==> src/rtl/xlate_pkg.sv <==
package xlate_pkg;
  typedef enum logic [1:0] {
    XM_BYPASS = 2'd0,
    XM_SEG    = 2'd1,
    XM_PAGE   = 2'd2
  } xmode_t;
endpackage

==> src/rtl/xlate_mode_sel.sv <==
module xlate_mode_sel
  import xlate_pkg::*;
#(
  parameter int SEG_BITS = 4
) (
  input  logic [1:0]             en_bits,
  input  logic [2**SEG_BITS-1:0] seg_map,
  input  logic [SEG_BITS-1:0]    seg,
  output xmode_t                 mode
);
  always_comb begin
    if (en_bits == 2'b00)   mode = XM_BYPASS;
    else if (seg_map[seg])  mode = XM_SEG;
    else                    mode = XM_PAGE;
  end
endmodule

==> src/rtl/xlate_seg_base.sv <==
module xlate_seg_base #(
  parameter int SEG_BITS = 4
) (
  input  logic [SEG_BITS-1:0]                     seg,
  input  logic [(2**(SEG_BITS-1))*SEG_BITS-1:0]   base_lo,
  input  logic [(2**(SEG_BITS-1))*SEG_BITS-1:0]   base_hi,
  output logic [SEG_BITS-1:0]                     base
);
  localparam int HALF = 2**(SEG_BITS-1);

  logic [SEG_BITS-1:0] lo_nib [HALF];
  logic [SEG_BITS-1:0] hi_nib [HALF];

  for (genvar k = 0; k < HALF; k++) begin : g_nib
    assign lo_nib[k] = base_lo[k*SEG_BITS +: SEG_BITS];
    assign hi_nib[k] = base_hi[k*SEG_BITS +: SEG_BITS];
  end

  assign base = seg[SEG_BITS-1] ? hi_nib[seg[SEG_BITS-2:0]]
                                : lo_nib[seg[SEG_BITS-2:0]];
endmodule

==> src/rtl/xlate_rsp_slot.sv <==
module xlate_rsp_slot #(
  parameter int W = 33
) (
  input  logic         clk,
  input  logic         rst_n,
  input  logic         in_valid,
  output logic         in_ready,
  input  logic [W-1:0] in_data,
  output logic         out_valid,
  input  logic         out_ready,
  output logic [W-1:0] out_data
);
  assign in_ready = !out_valid || out_ready;

  always_ff @(posedge clk) begin
    if (!rst_n) begin
      out_valid <= 1'b0;
      out_data  <= '0;
    end else if (in_ready) begin
      out_valid <= in_valid;
      if (in_valid) out_data <= in_data;
    end
  end
endmodule

==> src/rtl/addr_xlate_top.sv <==
module addr_xlate_top
  import xlate_pkg::*;
#(
  parameter int ADDR_W    = 32,
  parameter int SEG_BITS  = 4,
  parameter int PAGE_BITS = 13
) (
  input  logic                                  clk,
  input  logic                                  rst_n,
  input  logic                                  req_valid,
  output logic                                  req_ready,
  input  logic [ADDR_W-1:0]                     req_vaddr,
  input  logic                                  req_write,
  input  logic [1:0]                            xlate_en,
  input  logic [2**SEG_BITS-1:0]                seg_mode_map,
  input  logic [(2**(SEG_BITS-1))*SEG_BITS-1:0] seg_base_lo,
  input  logic [(2**(SEG_BITS-1))*SEG_BITS-1:0] seg_base_hi,
  output logic                                  tlb_query,
  output logic [ADDR_W-PAGE_BITS-1:0]           tlb_vpage,
  output logic                                  tlb_write,
  input  logic [ADDR_W-PAGE_BITS-1:0]           tlb_frame,
  input  logic                                  tlb_miss,
  output logic                                  rsp_valid,
  input  logic                                  rsp_ready,
  output logic [ADDR_W-1:0]                     rsp_paddr,
  output logic                                  rsp_miss
);
  localparam int OFF_W = ADDR_W - SEG_BITS;

  xmode_t              mode;
  logic [SEG_BITS-1:0] seg;
  logic [SEG_BITS-1:0] base;
  logic [ADDR_W-1:0]   nxt_paddr;
  logic                nxt_miss;
  logic                accept;

  assign seg    = req_vaddr[ADDR_W-1 -: SEG_BITS];
  assign accept = req_valid && req_ready;

  xlate_mode_sel #(.SEG_BITS(SEG_BITS)) u_mode (
    .en_bits (xlate_en),
    .seg_map (seg_mode_map),
    .seg     (seg),
    .mode    (mode)
  );

  xlate_seg_base #(.SEG_BITS(SEG_BITS)) u_base (
    .seg     (seg),
    .base_lo (seg_base_lo),
    .base_hi (seg_base_hi),
    .base    (base)
  );

  assign tlb_query = accept && (mode == XM_PAGE);
  assign tlb_vpage = req_vaddr[ADDR_W-1:PAGE_BITS];
  assign tlb_write = req_write;

  always_comb begin
    nxt_paddr = req_vaddr;
    nxt_miss  = 1'b0;
    case (mode)
      XM_SEG:  nxt_paddr = {base, req_vaddr[OFF_W-1:0]};
      XM_PAGE: begin
        nxt_miss  = tlb_miss;
        nxt_paddr = tlb_miss ? '0 : {tlb_frame, req_vaddr[PAGE_BITS-1:0]};
      end
      default: nxt_paddr = req_vaddr;
    endcase
  end

  xlate_rsp_slot #(.W(ADDR_W + 1)) u_slot (
    .clk       (clk),
    .rst_n     (rst_n),
    .in_valid  (req_valid),
    .in_ready  (req_ready),
    .in_data   ({nxt_miss, nxt_paddr}),
    .out_valid (rsp_valid),
    .out_ready (rsp_ready),
    .out_data  ({rsp_miss, rsp_paddr})
  );
endmodule

==> config.mk <==
export PLATFORM = sky130hd
export DESIGN_NAME = addr_xlate_top
export DESIGN_NICKNAME = d
export VERILOG_FILES = /design/src/rtl/xlate_pkg.sv /design/src/rtl/xlate_mode_sel.sv /design/src/rtl/xlate_seg_base.sv /design/src/rtl/xlate_rsp_slot.sv /design/src/rtl/addr_xlate_top.sv
export SDC_FILE = /design/constraint.sdc
export NUM_CORES = 1
export LEC_CHECK = 0
export BUFFER_PORTS_ARGS = -buffer_cell sky130_fd_sc_hd__buf_2
export CORE_UTILIZATION = 45
export CTS_CLUSTER_SIZE = 28
export DETAILED_ROUTE_END_ITERATION = 10
export GPL_TIMING_DRIVEN = 0
export HOLD_SLACK_MARGIN = 0.08
export PLACE_DENSITY = 0.95
export SLEW_MARGIN = 10
export SYNTH_ARGS = -nofsm -noshare
export SYNTH_HDL_FRONTEND = slang
export SYNTH_HIERARCHICAL = 1
export SYNTH_SLANG_ARGS = --single-unit
==> constraint.sdc <==
create_clock -name clk -period 4.48 [get_ports clk]
set_input_delay 0.224 -clock clk [delete_from_list [all_inputs] [get_ports clk]]
set_output_delay 0.224 -clock clk [all_outputs]
set_load 0.005 [all_outputs]
==> impl_summary.txt <==
----------------------------------------------------
[CTS]
  Later-pin clock latency in the skew report ... 0.28 ns
  Count of instances resized after the clock tree is built ... 0
  Sinks on Clock Net ... 34
  Inserted Clock Buffers ... 5
  Number of hold buffers added after cts ... 0
  CTS Root Cell ... sky130_fd_sc_hd__clkbuf_8
  Clock Pin Slew Worst Setup and Hold Paths ... 0.07 ns
  Maximum number of buffers from clock root to sink ... 2
  Post-CTS Setup Bufs ... 0
  Clock H-tree levels ... 2
  TritonCTS clock tree ... built

[Hold path]
  Worst min-delay path class ... primary input to flip-flop

[Floorplan]
  Area of the placeable core ... 5890 µm²
  Row Count ... 28
  Boundary pin count ... 195
  DIE HEIGHT ... 80.0 µm
  Die footprint ... 6410 µm²
  Width of the chip ... 80.0 µm
  Initial cell density of the core ... 46.6%

[GRT]
  Maximum number of pins on one net before global-route repair ... 14
  GR Overflow Total ... 0
  Total track usage ... 22.8%
  First-pass GRT wire length ... 11300 µm
  Initial antenna violation count ... 0
  Number of global-route vias before repair ... 2636

[Yosys]
  Share of the yosys chip area belonging to registers ... 24.8%
  Cell type contributing the most total cell area after synthesis ... sky130_fd_sc_hd__dfxtp_1
  Post-synth top cells ... sky130_fd_sc_hd__nand2_1, sky130_fd_sc_hd__dfxtp_1, sky130_fd_sc_hd__mux2i_1, sky130_fd_sc_hd__buf_4, sky130_fd_sc_hd__mux4_1
  Dominant cell by count in the synthesized netlist ... sky130_fd_sc_hd__nand2_1
  Yosys reg bits ... 34
  Combinational family with the most area after synthesis ... multiplexers
  Number of instances in the synthesized netlist ... 282
  Cell area after synthesis ... 2740 µm²
  Dominant cells by area after synthesis ... sky130_fd_sc_hd__dfxtp_1, sky130_fd_sc_hd__mux4_1, sky130_fd_sc_hd__mux2i_1
  Post-synth top area share ... 24.8%
  XOR/XNOR Fraction of Synth Area ... 0%
  Yosys warning count ... 6
  Share of synthesized cell area in full adder, half adder and majority cells ... 0.913%
  Average instance area after synthesis ... 9.72 µm²
  Top flip-flop cell by instance count after synthesis ... sky130_fd_sc_hd__dfxtp_1
  Share of synthesized area spent on multiplexers ... 31.4%
  Number of synthesized flops with an enable pin ... 0
  FFs w/ async S/R, synth ... 0%
  Synth Area in Simple Gates ... 17.2%
  Synthesized-area fraction occupied by ao, oa, aoi and oai cells ... 12.6%
  Cell variety after synth ... 35
  Net Count, Synth ... 423

[STA]
  Post-Route Skew ... 0.00732 ns
  Setup repair after global routing missed its margin ... no
  Total Neg Setup Slack ... 0 ns
  Final Hold Vio Count ... 0
  Shortest period the worst path allows ... 2.74 ns
  Count of endpoints failing setup in the final report ... 0
  Worst Max-Slew Pin Slew ... 0.476 ns
  Slew headroom ... 68.3%
  Final critical-path share of the clock period ... 61.3%
  Highest clock frequency the design can meet ... 364 MHz
  Final Slew Violations ... 0

[Critical path]
  Worst EP arrival ... 2.95 ns
  Critical Path End Type ... flip-flop
  Worst path slowest cell ... sky130_fd_sc_hd__mux4_1
  Most numerous cell on the critical path ... sky130_fd_sc_hd__buf_2
  CP peak stage delay ... 0.57 ns
  Cell family with most CP delay ... multiplexers
  Maximum fanout along the worst path ... 13
  Ordered list of cells on the worst path ... buf_2 > mux4_1 > mux2_2 > o221ai_1 > ha_1 > buf_2 > nor3b_4 > buf_6 > a22o_1 > nand2_1 > mux2i_1
  WP data required ... 4.69 ns
  CP Launch Type ... primary input
  Crit Path Category ... primary input to flip-flop
  Number of buffer and inverter instances along the worst setup path ... 3

[Power and ir drop]
  Peak supply drop ... 184 µV
  Leakage ... 2.04 nW
  Total power divided by cell area ... 245 nW/µm²

[Route]
  Average vias per placed instance ... 5.15
  Count of antenna-violating nets left after detailed routing ... 0
  Total wire length after detailed routing ... 7590 µm
  Pre-antenna DRT Iters ... 4
  Final routed wire length divided by cell count ... 13.6 µm
  Vias ... 2871
  Count of routing violations after the opening detailed-route iteration ... 87
  Count of unresolved DRC violations after routing ... 0

[Finish]
  P&R area growth vs syn ... 42.0%
  Post-route insts no fill ... 557
  Share of cells above drive strength 1 ... 50.6%
  Antenna diode count ... 0
  Total Nets Final ... 622

[Place]
  Global placer's final weighted congestion ... 0.835
  Dpl hpwl ... 6350 µm
  Port bufs ... 192
  Number of instances in the placed design ... 549

[Flow run]
  Max-Cap Viols ... 0

[Status]
  Status ... finished clean

----------------------------------------------------
==> final cells by class <==
class                      instances  area (µm²)
fill                             472        2000
multi-input combinational        203        1700
timing repair buffer             192         961
sequential                        34         681
buffer                            41         345
tap                               75        93.8
clock buffer                       6        82.6
inverter                           4        15.0
clock inverter                     2        12.5
==> through the flow <==
step / hold WS, ns / instance area (µm²) / utilization, % / power [mW] / setup slack (ns)
after floorplan: 0.363 / 2740 / - / 0.588 / 2.04
after global placement: 0.440 / 3790 / 64.5 / 0.718 / 1.52
after detailed placement: 0.448 / 3790 / 64.5 / 0.729 / 1.43
after CTS: 0.225 / 3890 / 66.1 / 0.965 / 1.73
after global routing: 0.264 / 3890 / 66.1 / 1.02 / 1.57
final: 0.228 / 3890 / 66.1 / 0.953 / 1.74
==> path summary, 6_finish.rpt <==
path              cells past startpoint  slack (ns)                                to                             start
setup / recovery                     11        1.74  u_slot/out_data[20]$_SDFFE_PN0P_                     req_vaddr[31]
hold / removal                        3        0.23     u_slot/out_valid$_SDFFE_PN0P_                         req_valid
hold reg to reg                       2        0.46  u_slot/out_data[19]$_SDFFE_PN0P_  u_slot/out_data[19]$_SDFFE_PN0P_
setup reg to reg                      5        3.34  u_slot/out_data[12]$_SDFFE_PN0P_     u_slot/out_valid$_SDFFE_PN0P_
==> flip-flops by register name, indices dropped and copies added (netlist names) <==
register	cells
u_slot/out_valid	1
u_slot/out_data	33
==> cells by family after synthesis <==
family                     count (synthesis)
AOI/OAI and AO/OA                         45
adders and majority gates                  2
buffers and inverters                     45
DFF                                       34
muxes                                     54
and+or+nand+nor                          102
==> worst register-to-register path, delay by kind of cell, from the launching register on <==
kind	cells	cell delay [ns]
buffers and inverters	2	0.29
DFF	1	0.39
muxes	1	0.12
and+or+nand+nor	2	0.23
==> layout by cell type (no fill, tap or decap), types with 2 or more instances in the layout <==
cell,n
sky130_fd_sc_hd__a21oi_1,8
sky130_fd_sc_hd__mux4_1,18
sky130_fd_sc_hd__a22o_1,15
sky130_fd_sc_hd__mux2i_1,33
sky130_fd_sc_hd__buf_12,4
sky130_fd_sc_hd__clkbuf_1,4
sky130_fd_sc_hd__nor2b_1,7
sky130_fd_sc_hd__nand3_1,8
sky130_fd_sc_hd__buf_6,4
sky130_fd_sc_hd__mux4_2,2
sky130_fd_sc_hd__dfxtp_1,34
sky130_fd_sc_hd__a21boi_0,5
sky130_fd_sc_hd__buf_4,20
sky130_fd_sc_hd__nor2_1,2
sky130_fd_sc_hd__a22oi_1,4
sky130_fd_sc_hd__ha_1,2
sky130_fd_sc_hd__nand3b_1,4
sky130_fd_sc_hd__nand2b_1,2
sky130_fd_sc_hd__inv_1,4
sky130_fd_sc_hd__a21boi_1,9
sky130_fd_sc_hd__clkbuf_8,6
sky130_fd_sc_hd__buf_2,200
sky130_fd_sc_hd__nand2_1,72
==> where the power goes <==
group	switching [mW]	internal, mW
Clock	0.108	0.123
Sequential	0.0137	0.331
Combinational	0.166	0.211
Total	0.287	0.666
==> layer usage <==
layer / vias up / wire length, µm / GRT usage, %
met1: 1298 / 2920 / 24.1
met5: - / 0 / 0
li1: 1404 / - / -
met2: 151 / 4030 / 44.7
met3: 18 / 468 / 3.54
met4: 0 / 171 / 8.57
No activity file was read; power rests on OpenSTA's default activity.
